### config.mk
export PLATFORM = sky130hd
export DESIGN_NAME = rtc_shadow_regs
export DESIGN_NICKNAME = d
export VERILOG_FILES = /design/src/rtl/rtc_shadow_pkg.sv /design/src/rtl/rtc_bus_decode.sv /design/src/rtl/rtc_freq_test.sv /design/src/rtl/rtc_user_bank.sv /design/src/rtl/rtc_shadow_regs.sv
export SDC_FILE = /design/constraint.sdc
export NUM_CORES = 1
export LEC_CHECK = 0
export BUFFER_PORTS_ARGS = -buffer_cell sky130_fd_sc_hd__buf_2
export CAP_MARGIN = 10
export CORE_MARGIN = 2
export CORE_UTILIZATION = 49
export DETAILED_ROUTE_END_ITERATION = 10
export HOLD_SLACK_MARGIN = 0.06
export PLACE_DENSITY = 0.89
export SLEW_MARGIN = 0
export SYNTH_ARGS = -nofsm -noshare
export SYNTH_HDL_FRONTEND = slang
export SYNTH_HIERARCHICAL = 1
export SYNTH_SLANG_ARGS = --single-unit
### constraint.sdc
create_clock -name clk -period 3.51 [get_ports clk]
set_input_delay 0.702 -clock clk [delete_from_list [all_inputs] [get_ports clk]]
set_output_delay 0.702 -clock clk [all_outputs]
set_load 0.005 [all_outputs]
### src/rtl/rtc_shadow_pkg.sv
package rtc_shadow_pkg;
  localparam int NREG   = 8;
  localparam int BYTE_W = 8;
  localparam int TIME_W = NREG * BYTE_W;

  localparam logic [2:0] IX_CTRL = 3'd0;
  localparam logic [2:0] IX_SEC  = 3'd1;
  localparam logic [2:0] IX_DAY  = 3'd4;

  localparam int HALT_WR_BIT = 7;
  localparam int HALT_RD_BIT = 6;
  localparam int OSC_BIT     = 7;
  localparam int FT_BIT      = 6;
  localparam int BATT_BIT    = 7;

  // Bits of each byte that follow the live counter
  function automatic logic [7:0] field_mask(input logic [2:0] ix);
    case (ix)
      3'd0:    field_mask = 8'h3F;
      3'd1:    field_mask = 8'h7F;
      3'd2:    field_mask = 8'h7F;
      3'd3:    field_mask = 8'h3F;
      3'd4:    field_mask = 8'h07;
      3'd5:    field_mask = 8'h3F;
      3'd6:    field_mask = 8'h1F;
      default: field_mask = 8'hFF;
    endcase
  endfunction
endpackage

### src/rtl/rtc_bus_decode.sv
module rtc_bus_decode #(
  parameter int ADDR_W = 19
) (
  input  logic [ADDR_W-1:0] addr,
  input  logic              ce_n,
  input  logic              oe_n,
  input  logic              we_n,
  output logic              in_area,
  output logic [2:0]        idx,
  output logic              rd_en,
  output logic              wr_en
);
  assign in_area = &addr[ADDR_W-1:3];
  assign idx     = addr[2:0];
  // write dominates output enable
  assign wr_en   = !ce_n && !we_n;
  assign rd_en   = !ce_n && !oe_n && we_n;
endmodule

### src/rtl/rtc_freq_test.sv
module rtc_freq_test (
  input  logic clk,
  input  logic rst,
  input  logic run,
  input  logic tick_fast,
  output logic tgl_q
);
  always_ff @(posedge clk) begin
    if (rst)                   tgl_q <= 1'b0;
    else if (run && tick_fast) tgl_q <= !tgl_q;
  end

  assert_toggle_hold_R10: assert property (@(posedge clk) disable iff (rst)
    !(run && tick_fast) |=> $stable(tgl_q));
endmodule

### src/rtl/rtc_user_bank.sv
module rtc_user_bank
  import rtc_shadow_pkg::*;
(
  input  logic              clk,
  input  logic              rst,
  input  logic              wr_en,
  input  logic              acc,
  input  logic [2:0]        idx,
  input  logic [7:0]        wdata,
  input  logic              tick_sec,
  input  logic [TIME_W-1:0] live_time,
  output logic [TIME_W-1:0] user_q,
  output logic              load_stb
);
  logic ctl_wr, ctl_rd, halt, want, do_copy, rel_wr, rel_rd, pend_q;

  assign ctl_wr  = user_q[HALT_WR_BIT];
  assign ctl_rd  = user_q[HALT_RD_BIT];
  assign halt    = ctl_wr || ctl_rd;
  assign want    = pend_q || tick_sec;
  assign do_copy = want && !halt && !acc;
  assign rel_wr  = wr_en && (idx == IX_CTRL) && ctl_wr && !wdata[HALT_WR_BIT];
  assign rel_rd  = wr_en && (idx == IX_CTRL) && ctl_rd && !wdata[HALT_RD_BIT];

  for (genvar g = 0; g < NREG; g++) begin : g_byte
    localparam logic [2:0] GI    = 3'(g);
    localparam logic [7:0] FMASK = field_mask(GI);
    localparam logic [7:0] WMASK = (GI == IX_DAY) ? ~(8'h01 << BATT_BIT) : 8'hFF;
    logic [7:0] byte_q;
    always_ff @(posedge clk) begin
      if (rst)
        byte_q <= '0;
      else if (wr_en && idx == GI)
        byte_q <= wdata & WMASK;
      else if (do_copy)
        byte_q <= (byte_q & ~FMASK) | (live_time[BYTE_W*g +: BYTE_W] & FMASK);
    end
    assign user_q[BYTE_W*g +: BYTE_W] = byte_q;
  end

  always_ff @(posedge clk) begin
    if (rst) begin
      pend_q   <= 1'b0;
      load_stb <= 1'b0;
    end else begin
      load_stb <= rel_wr;
      if (rel_wr || do_copy) pend_q <= 1'b0;
      else if (want || rel_rd) pend_q <= 1'b1;
    end
  end

  assert_defer_on_access_R6: assert property (@(posedge clk) disable iff (rst)
    (acc && !wr_en) |=> user_q == $past(user_q));
  assert_halt_freeze_R7: assert property (@(posedge clk) disable iff (rst)
    (halt && !wr_en) |=> user_q == $past(user_q));
  assert_load_single_R8: assert property (@(posedge clk) disable iff (rst)
    load_stb |-> (!ctl_wr && !$past(load_stb)));
endmodule

### src/rtl/rtc_shadow_regs.sv
module rtc_shadow_regs
  import rtc_shadow_pkg::*;
#(
  parameter int ADDR_W = 19
) (
  input  logic              clk,
  input  logic              rst,
  input  logic [ADDR_W-1:0] addr,
  input  logic              ce_n,
  input  logic              oe_n,
  input  logic              we_n,
  input  logic [7:0]        data_in,
  output logic [7:0]        data_out,
  output logic              data_oe,
  input  logic              tick_sec,
  input  logic              tick_fast,
  input  logic              batt_ok,
  input  logic [TIME_W-1:0] live_time,
  output logic [TIME_W-1:0] load_time,
  output logic              load_stb,
  output logic              osc_stop
);
  logic              in_area, rd_en, wr_en, ft_run, tgl;
  logic [2:0]        idx;
  logic [TIME_W-1:0] user_q;
  logic [7:0]        rd_val;

  rtc_bus_decode #(.ADDR_W(ADDR_W)) u_dec (
    .addr(addr), .ce_n(ce_n), .oe_n(oe_n), .we_n(we_n),
    .in_area(in_area), .idx(idx), .rd_en(rd_en), .wr_en(wr_en));

  rtc_user_bank u_bank (
    .clk(clk), .rst(rst), .wr_en(wr_en && in_area),
    .acc(in_area && (rd_en || wr_en)), .idx(idx), .wdata(data_in),
    .tick_sec(tick_sec), .live_time(live_time), .user_q(user_q),
    .load_stb(load_stb));

  assign osc_stop = user_q[BYTE_W*IX_SEC + OSC_BIT];
  assign ft_run   = user_q[BYTE_W*IX_DAY + FT_BIT] && !osc_stop;

  rtc_freq_test u_ft (
    .clk(clk), .rst(rst), .run(ft_run), .tick_fast(tick_fast), .tgl_q(tgl));

  for (genvar g = 0; g < NREG; g++) begin : g_load
    assign load_time[BYTE_W*g +: BYTE_W] =
      user_q[BYTE_W*g +: BYTE_W] & field_mask(3'(g));
  end

  always_comb begin
    rd_val = user_q[BYTE_W*idx +: BYTE_W];
    if (idx == IX_DAY) rd_val[BATT_BIT] = batt_ok;
    if (idx == IX_SEC && ft_run) rd_val[0] = tgl;
  end

  always_ff @(posedge clk) begin
    if (rst) begin
      data_oe  <= 1'b0;
      data_out <= '0;
    end else begin
      data_oe  <= rd_en && in_area;
      data_out <= (rd_en && in_area) ? rd_val : '0;
    end
  end

  assert_bus_release_on_write_R2: assert property (@(posedge clk) disable iff (rst)
    (!ce_n && !we_n) |=> !data_oe);
  assert_batt_flag_read_R4: assert property (@(posedge clk) disable iff (rst)
    (rd_en && in_area && idx == IX_DAY) |=> data_out[BATT_BIT] == $past(batt_ok));
endmodule

== Yosys cells after proc, flatten, opt, wreduce, memory -nomap -nowiden ==
Cells that the tools add are included.

* Memories: 0
* Bits of input ports: 99
* ROM bits: 0
* Output and inout port bits: 75
* Bits in latches: 0
* Flip-flop bits (word level): 76
* RAM bits: 0

* Multiplexer cells: 18
* Shift-type cells: 1
* Reduce and logical (&&, ||, !) cells: 50
* Equality and inequality tests: 7
* Bitwise gates (word level): 8
* Add/subtract/negate cells: 0
* $mul: 0
* Divide/modulo/power cells: 0
* $lt $le $gt $ge: 0

{| class="wikitable"
|+ Operators by type and width
! operator !! count
|-
| 8-bit 2-to-1 mux || 14
|-
| 64-bit by 7-bit variable part select with 8-bit output || 1
|-
| 8-bit by 6-bit OR with 8-bit output || 3
|-
| 1-bit logical AND || 23
|-
| 8-bit by 7-bit OR with 8-bit output || 2
|-
| 16-bit AND reduction || 1
|-
| 2-bit nonzero test || 8
|-
| 7-bit 2-to-1 mux || 2
|-
| 3-bit == test, second input constant || 4
|-
| 1-bit zero test || 9
|-
| 8-bit by 3-bit OR with 8-bit output || 1
|-
| 8-bit by 5-bit OR with 8-bit output || 1
|-
| 3-bit by 2-bit == test with 1-bit output, second input constant || 2
|-
| 2-bit OR reduction || 3
|-
| 1-bit logical OR || 5
|-
| 3-bit by 1-bit == test with 1-bit output, second input constant || 1
|-
| 3-bit zero test || 1
|-
| 1-bit 2-to-1 mux || 2
|-
| 1-bit NOT || 1
|}

== Depth between registers and ports, before layout ==
Gate-level depths: netlist of run 1.

* Word-level depth: 9
* Depth in mapped cells: 8
* Mapped depth without buffers: 6

== Hierarchy ==
Netlist of run 1, hierarchy kept.

{| class="wikitable"
|+ By module, submodules not included
! module !! times used !! cells each !! area an instance (um^2) !! seq. area each (um^2)
|-
| rtc_user_bank || 1 || 362 || 3254.4 || 1301.2
|-
| rtc_shadow_regs || 1 || 65 || 840.8 || 180.2
|-
| rtc_bus_decode || 1 || 10 || 71.3 || 0.0
|-
| rtc_freq_test || 1 || 4 || 46.3 || 20.0
|}

== Worst setup path after synthesis of run 1 ==
OpenSTA, ideal clock, no wires.

* Kind: input to register
* Start: in addr[5]
* End: reg u_bank.pend_q
* Arrival time: 2658 ps
* Cell stages on the path: 7
* Path slack: 749 ps
* Required time: 3407 ps
* Setup time: 103 ps
* Cells stage by stage: nand4_1 > nor4_2 > and2_1 > or4b_1 > clkbuf_2 > or3b_1 > a2111oi_2

* Longest elaborated chain between the ends: 7
* Elaborated cells between the ends (all ways): 13

{| class="wikitable"
|+ RTL lines
! item !! line !! text
|-
| from (decl) || rtc_shadow_regs.sv:8 || <nowiki>input logic [ADDR_W-1:0] addr,</nowiki>
|-
| 16-bit AND reduction (*) || rtc_bus_decode.sv:13 || <nowiki>assign in_area = &addr[ADDR_W-1:3];</nowiki>
|-
| via in_area || rtc_shadow_regs.sv:23 || <nowiki>logic in_area, rd_en, wr_en, ft_run, tgl;</nowiki>
|-
| 1-bit logical AND || rtc_shadow_regs.sv:33 || <nowiki>.clk(clk), .rst(rst), .wr_en(wr_en && in_area),</nowiki>
|-
| 1-bit logical AND || rtc_user_bank.sv:22, rtc_user_bank.sv:23 ||
|-
| 1-bit logical AND (2 in a row) || rtc_user_bank.sv:22 || <nowiki>assign rel_wr = wr_en && (idx == IX_CTRL) && ctl_wr && !wdata[HALT_WR_BIT];</nowiki>
|-
| 1-bit logical OR || rtc_user_bank.sv:47 || <nowiki>if (rel_wr || do_copy) pend_q <= 1'b0;</nowiki>
|-
| 2-bit OR reduction (no source line) || -- ||
|-
| to (signal assigned) || rtc_user_bank.sv:43 || <nowiki>pend_q <= 1'b0;</nowiki>
|-
| to (signal assigned) || rtc_user_bank.sv:47 ||
|-
| to (signal assigned) || rtc_user_bank.sv:48 || <nowiki>else if (want || rel_rd) pend_q <= 1'b1;</nowiki>
|-
| to (decl) || rtc_user_bank.sv:15 || <nowiki>logic ctl_wr, ctl_rd, halt, want, do_copy, rel_wr, rel_rd, pend_q;</nowiki>
|}

Mark *: on every way through the listed nets, which the timed path passes. The rest lies on a longest branch.
A chain may end at the register's enable or synchronous reset.

== Worst setup path in the final report of run 1 ==
* Start: in addr[16]
* End: reg u_bank.pend_q

Same word-level chain as after synthesis.

==> results.ini, run 1 <==
[floorplan]
rows = 33
die_h_um = 96.60
io-pin-count = 174
initial_core_util = 0.5088
dieWidth_um = 96.60
dieArea_mm2 = 0.009332
core-area_mm2 = 0.008258

[critical_path]
path_delay_family = simple AND/OR/NAND/NOR gates
crit_fanout = 8
path_depth = 7
crit_type = primary input to flip-flop
cp_slowest_cell = or4b_1
critPathLaunchType = primary input
endpoint = u_bank/pend_q$_SDFFE_PP0P_
reg2reg_setup_slack_ns = 1.47
slowest_delay_ns = 0.49
startpoint = addr[16]
regToRegEndpoint = u_bank/g_byte[7].byte_q[5]$_SDFFE_PP0P_
critical_path.cell_chain = buf_2, nand4_1, nor4_2, and2_1, or4b_1, or3b_1, a2111oi_2
crit_buf_inv = 1
timing.rr.start = u_bank/g_byte[0].byte_q[6]$_SDFFE_PP0P_
worstSetupEndpointType = flip-flop
required_ns = 3.77
arrival_ns = 2.83
rr_worst_depth = 3

[clocking]
max-clock-path-buffers = 2
post_cts_resized = 0
cts.sinks = 75
path_clk_slew_ns = 0.08
clk-insertion-delay-late_ns = 0.36
hold_buffers = 0
cts-root-buf = clkbuf_8
numCtsBuffers = 9
cts_tree = yes
htree_levels = 3
postCtsSetupBuffers = 0

[routing]
drc = 0
ant_nets = 0
firstDrtPassIters = 5
route.vias.total = 4307
avgViaCountPerCell = 6.698
wirelength_um = 13730
drtIter0Drc = 498
wl_per_cell_um = 21.35

[logic_synthesis]
synth_area_per_cell_um2 = 9.571
syn-cell-area_mm2 = 0.004202
syn_inst = 439
yosys_warnings = 6

[timing]
finalCritPeriodShare = 0.7332
hold_viol = 0
fmax_mhz = 388.6
setup_viol = 0
setup_slack_ns = 0.9364
fin_crit_ns = 2.574
fin_tns_setup_ns = 0
rsz0062_at_grt = false
drv_slew = 0
timing.slew.headroom = 0.2458
whs_ns = 0.5067
fin_worst_skew_ns = 0.008106
worstMarginPinSlew_ns = 1.129

[grt]
overflow = 0
grt_max_degree = 98
antenna_found_initial = 0
grt_pass1_wl_um = 21600
grt_util_all_layers = 0.2839
grt_pass1_vias = 4175

[layout]
layout.nets = 632
drive_gt1_frac = 0.3476
n_antenna_cell = 0
post-route-util = 0.6089
final_common_cell = buf_2
syn2layout_area_growth_pct = 19.68
layout_common_cells = 141 x buf_2, 75 x dfxtp_1, 66 x nor2_1, 51 x nand4b_1
finalNonFillerCells = 643

[placement]
dpl.cell_count = 627
dp_hpwl_um = 8946
dp_slack_ns = 0.6076
port_buffers = 141
place.gp.congestion = 0.9074

[worst_hold_path]
hold_class = flip-flop to flip-flop

[status]
status = completed

[pwr]
ir_drop_v = 0.0002214
leakagePower_nw = 2.283
powerDensity_mw_per_mm2 = 393.6

[run]
max_cap_viol_count = 0

-- state kept, by name, summed over array words and instances (netlist names) --
signal	count
data_oe	1
data_out	8
u_bank/g_byte.byte_q	63
u_bank/load_stb	1
u_bank/pend_q	1
u_ft/tgl_q	1
-- power by group --
group | switching (mW) | internal, mW
Clock | 0.328 | 0.478
Sequential | 0.0305 | 0.885
Combinational | 0.138 | 0.119
Total | 0.496 | 1.48
-- worst reg2reg max path, cell delays in order (launching register included) --
cell      delay, ns
dfxtp_1        0.38
nor2_4         0.89
nand4b_1       0.34
a311oi_1       0.34
-- worst min path at each step --
| stage | from | endpoint | slack (ns) | cells past startpoint |
|---|---|---|---|---|
| 3_5_place_dp | u_bank/g_byte[5].byte_q[7]$_SDFFE_PP0P_ | u_bank/g_byte[5].byte_q[7]$_SDFFE_PP0P_ | 0.48 | 2 |
| 3_3_place_gp | u_bank/g_byte[6].byte_q[6]$_SDFFE_PP0P_ | u_bank/g_byte[6].byte_q[6]$_SDFFE_PP0P_ | 0.47 | 2 |
| 4_1_cts | u_bank/g_byte[6].byte_q[6]$_SDFFE_PP0P_ | u_bank/g_byte[6].byte_q[6]$_SDFFE_PP0P_ | 0.50 | 2 |
| 5_1_grt | u_bank/g_byte[6].byte_q[6]$_SDFFE_PP0P_ | u_bank/g_byte[6].byte_q[6]$_SDFFE_PP0P_ | 0.53 | 2 |
| 2_1_floorplan | u_bank/g_byte[2].byte_q[7]$_SDFFE_PP0P_ | u_bank/g_byte[2].byte_q[7]$_SDFFE_PP0P_ | 0.46 | 2 |
| 6_report | u_bank/g_byte[6].byte_q[6]$_SDFFE_PP0P_ | u_bank/g_byte[6].byte_q[6]$_SDFFE_PP0P_ | 0.51 | 2 |
-- metal layers --
metal / part of all wire / vias up / GRT usage
met5: 0 / - / 0
met1: 0.39 / 2050 / 0.3574
li1: - / 1887 / -
met2: 0.46 / 310 / 0.4327
met3: 0.10 / 60 / 0.08743
met4: 0.048 / 0 / 0.1593
-- per-stage QoR --
| stage | total power, mW | cell area (um^2) |
|---|---|---|
| 5_1_grt | 2.042 | 5029 |
| 2_1_floorplan | 1.082 | 4258 |
| 4_1_cts | 1.974 | 5029 |
| 3_5_place_dp | 1.186 | 4782 |
| 3_3_place_gp | 1.178 | 4782 |
| 6_report | 1.979 | 5029 |
-- final cells by class --
class,count,area [um^2]
clock buffer,13,178.9
clock inverter,3,67.56
fill,688,3229
multi-input combinational,299,2379
sequential,75,1501
tap,105,131.4
timing repair buffer,148,770.7
Power figures use the tool's default switching activity.
==> inputs of run 2 (changes only) <==
--- a/config.mk
+++ b/config.mk
@@ -5,10 +5,11 @@
 export SDC_FILE = /design/constraint.sdc
 export NUM_CORES = 1
 export LEC_CHECK = 0
+export ABC_AREA = 1
 export BUFFER_PORTS_ARGS = -buffer_cell sky130_fd_sc_hd__buf_2
 export CAP_MARGIN = 10
 export CORE_MARGIN = 2
-export CORE_UTILIZATION = 49
+export CORE_UTILIZATION = 50
 export DETAILED_ROUTE_END_ITERATION = 10
 export HOLD_SLACK_MARGIN = 0.06
 export PLACE_DENSITY = 0.89
==> constraint.sdc (replaced) <==
create_clock -name clk -period 2.5 [get_ports clk]
set_input_delay 0.5 -clock clk [delete_from_list [all_inputs] [get_ports clk]]
set_output_delay 0.5 -clock clk [all_outputs]
set_load 0.005 [all_outputs]
==> run 2 against run 1 <==
  * Count of clock-buffer cells in the layout down 3
  * Area after synthesis up 7.9%
  * Clock power up 24%
  * Flip-flop and latch count unchanged
  * Hold slack got worse by 0.092 ns
==> results.ini, run 2 <==
[pwr]
finalPower_mw = 2.846  ; +44%
combPwrFrac = 0.187  ; +0.057
p_int_mw = 2.029  ; +37%
power.switching_uw = 817.8  ; +65%
switching_share = 0.2873  ; +0.03648
leakagePower_nw = 3.003  ; +32%
seqPwrFrac = 0.461  ; -0.002
pwr-share-clk = 0.352  ; -0.055
powerDensity_mw_per_mm2 = 523.3  ; +33%
ir_drop_v = 0.0002169  ; -2.0%

[floorplan]
core-area_mm2 = 0.008763  ; +6.1%
initial_core_util = 0.5174  ; +0.008631
io-pin-count = 174  ; unchanged
dieWidth_um = 99.23  ; +2.7%
dieArea_mm2 = 0.009847  ; +5.5%
die_h_um = 99.23  ; +2.7%
rows = 34  ; +3.0%

[grt]
grt_util_all_layers = 0.2662  ; -0.01769
antenna_found_initial = 0  ; unchanged
grt_pass1_vias = 4522  ; +8.3%
overflow = 0  ; unchanged
grt_max_degree = 36  ; -63%
grt_pass1_wl_um = 21220  ; -1.8%

[routing]
drtIter0Drc = 577  ; +16%
firstDrtPassIters = 5  ; unchanged
ant_nets = 0  ; unchanged
wl_per_cell_um = 13.25  ; -38%
drc = 0  ; unchanged
wirelength_um = 13480  ; -1.8%
route.vias.total = 5219  ; +21%
avgViaCountPerCell = 5.132  ; -23%

[worst_hold_path]
hold_class = primary input to flip-flop

[layout]
layout.nets = 1003  ; +59%
syn2layout_area_growth_pct = 19.95
fillers = 833  ; +21%
n_antenna_cell = 0  ; unchanged
drive_gt1_frac = 0.2046  ; -0.1430
final_common_cell = nand2_1
top_register = u_bank/g_byte.byte_q
largest_reg_flops = 63  ; unchanged
post-route-util = 0.6206  ; +0.01171
reg_top3 = u_bank/g_byte.byte_q: 63 flops, data_out: 8 flops
layout_common_cells = 252 x nand2_1, 160 x nor2_1, 141 x buf_2, 93 x nand3_1, 76 x inv_1

[logic_synthesis]
synth_area_per_cell_um2 = 5.813  ; -39%
syn_inst = 780  ; +78%
yosys_warnings = 6  ; unchanged
syn-cell-area_mm2 = 0.004534  ; +7.9%

[timing]
setup_slack_ns = 0.5218  ; -0.4146 ns
setup_viol = 0  ; unchanged
hold_viol = 0  ; unchanged
rsz0062_at_grt = false
fmax_mhz = 505.5
finalCritPeriodShare = 0.7913
drv_slew = 0  ; unchanged
fin_crit_ns = 1.978
fin_tns_setup_ns = 0  ; unchanged
fin_worst_skew_ns = 0.008411  ; +0.0003046 ns

[critical_path]
critical_path.cell_chain = buf_2, nand2_1, nor2_1, nand2_1, nor2_1, nand2_1, inv_1, nand2_1, inv_2, nand2_1, nand2_1, inv_1, nor2_1, nor2_1
worstSetupEndpointType = flip-flop
crit_fanout = 13  ; +5
arrival_ns = 2.23  ; -0.60 ns
cp_slowest_cell = nand2_1
cp_common_cell = nand2_1
critPathLaunchType = primary input
slowest_delay_ns = 0.29  ; -0.20 ns
crit_type = primary input to flip-flop
required_ns = 2.75  ; -1.02 ns

[clocking]
postCtsSetupBuffers = 0  ; unchanged
cts_tree = yes
htree_levels = 3  ; unchanged
hold_buffers = 0  ; unchanged
cts-root-buf = clkbuf_8
path_clk_slew_ns = 0.08  ; about the same
cts.sinks = 75  ; unchanged
numCtsBuffers = 9  ; unchanged
max-clock-path-buffers = 2  ; unchanged
post_cts_resized = 0  ; unchanged
clk-insertion-delay-late_ns = 0.35  ; about the same

[status]
status = completed

[placement]
place.gp.congestion = 0.8981  ; -1.0%
dp_slack_ns = 0.1909  ; -0.4166 ns
dp_hpwl_um = 9592  ; +7.2%
port_buffers = 141  ; unchanged

[run]
max_cap_viol_count = 0  ; unchanged

==> run 2: changes by cell type in the layout (fill, tap and decap cells not counted), sizes merged, moves of 34 or more <==
cell | before | now
nand2 | 1 | 255
a311oi | 48 | 0
o31ai | 48 | 0
nand3 | 1 | 94
nor2 | 68 | 167
nand4b | 51 | 0
o21ai | 0 | 34
inv | 0 | 82
==> run 2: per-stage QoR <==
stage | hold slack, ns | cells | cell area, um^2
4_1_cts | 0.4119 | 1017 | 5439
6_report | 0.4142 | 1017 | 5439
5_1_grt | 0.4527 | 1017 | 5439
2_1_floorplan | 0.4339 | 795 | 4591
3_5_place_dp | 0.4724 | 1001 | 5231
3_3_place_gp | 0.4590 | 1001 | 5231
==> run 2: routing by layer <==
| metal | GRT usage | vias to the layer above | part of all wire | wire length, um |
|---|---|---|---|---|
| met5 | 0 | - | 0 | 0 |
| met3 | 0.05833 | 37 | 0.12 | 1572 |
| met4 | 0.1012 | 0 | 0.026 | 356 |
| li1 | - | 2599 | - | - |
| met1 | 0.3515 | 2287 | 0.40 | 5395 |
| met2 | 0.4267 | 296 | 0.46 | 6155 |
==> run 2: final cells by class <==
cell class / instances / area, um^2 / area share
Clock buffer: 10 / 127.6 / 0.02346
Clock inverter: 6 / 80.08 / 0.01472
Inverter: 83 / 314.1 / 0.05774
Multi-Input combinational cell: 583 / 2455 / 0.4513
Sequential cell: 75 / 1501 / 0.2761
Tap cell: 108 / 135.1 / 0.02484
Timing Repair Buffer: 152 / 825.8 / 0.1518
==> run 2: critical path: cells and delay by family <==
family                 cells  cell delay [ns]
buffers and inverters      4             0.50
and+or+nand+nor           10             1.22
==> run 2: power groups by stage <==
| stage | logic [mW] | clock network [mW] | registers (mW) |
|---|---|---|---|
| finish | 0.532 | 1.00 | 1.31 |
| floorplan | 0.333 | 0 | 1.33 |
| global route | 0.597 | 1.06 | 1.32 |
| detailed placement | 0.524 | 0 | 1.34 |
| global placement | 0.517 | 0 | 1.34 |
| CTS | 0.527 | 1.00 | 1.31 |
==> run 2: path summary, 6_finish.rpt <==
path	start	endpoint	slack, ns	cells past startpoint
setup / recovery	addr[3]	u_bank/g_byte[5].byte_q[4]$_SDFFE_PP0P_	0.52	14
hold / removal	tick_fast	u_ft/tgl_q$_SDFFE_PP0P_	0.41	3
setup reg to reg	u_bank/g_byte[0].byte_q[6]$_SDFFE_PP0P_	u_bank/g_byte[2].byte_q[4]$_SDFFE_PP0P_	1.16	7
hold reg to reg	u_bank/g_byte[4].byte_q[4]$_SDFFE_PP0P_	u_bank/g_byte[4].byte_q[4]$_SDFFE_PP0P_	0.49	2
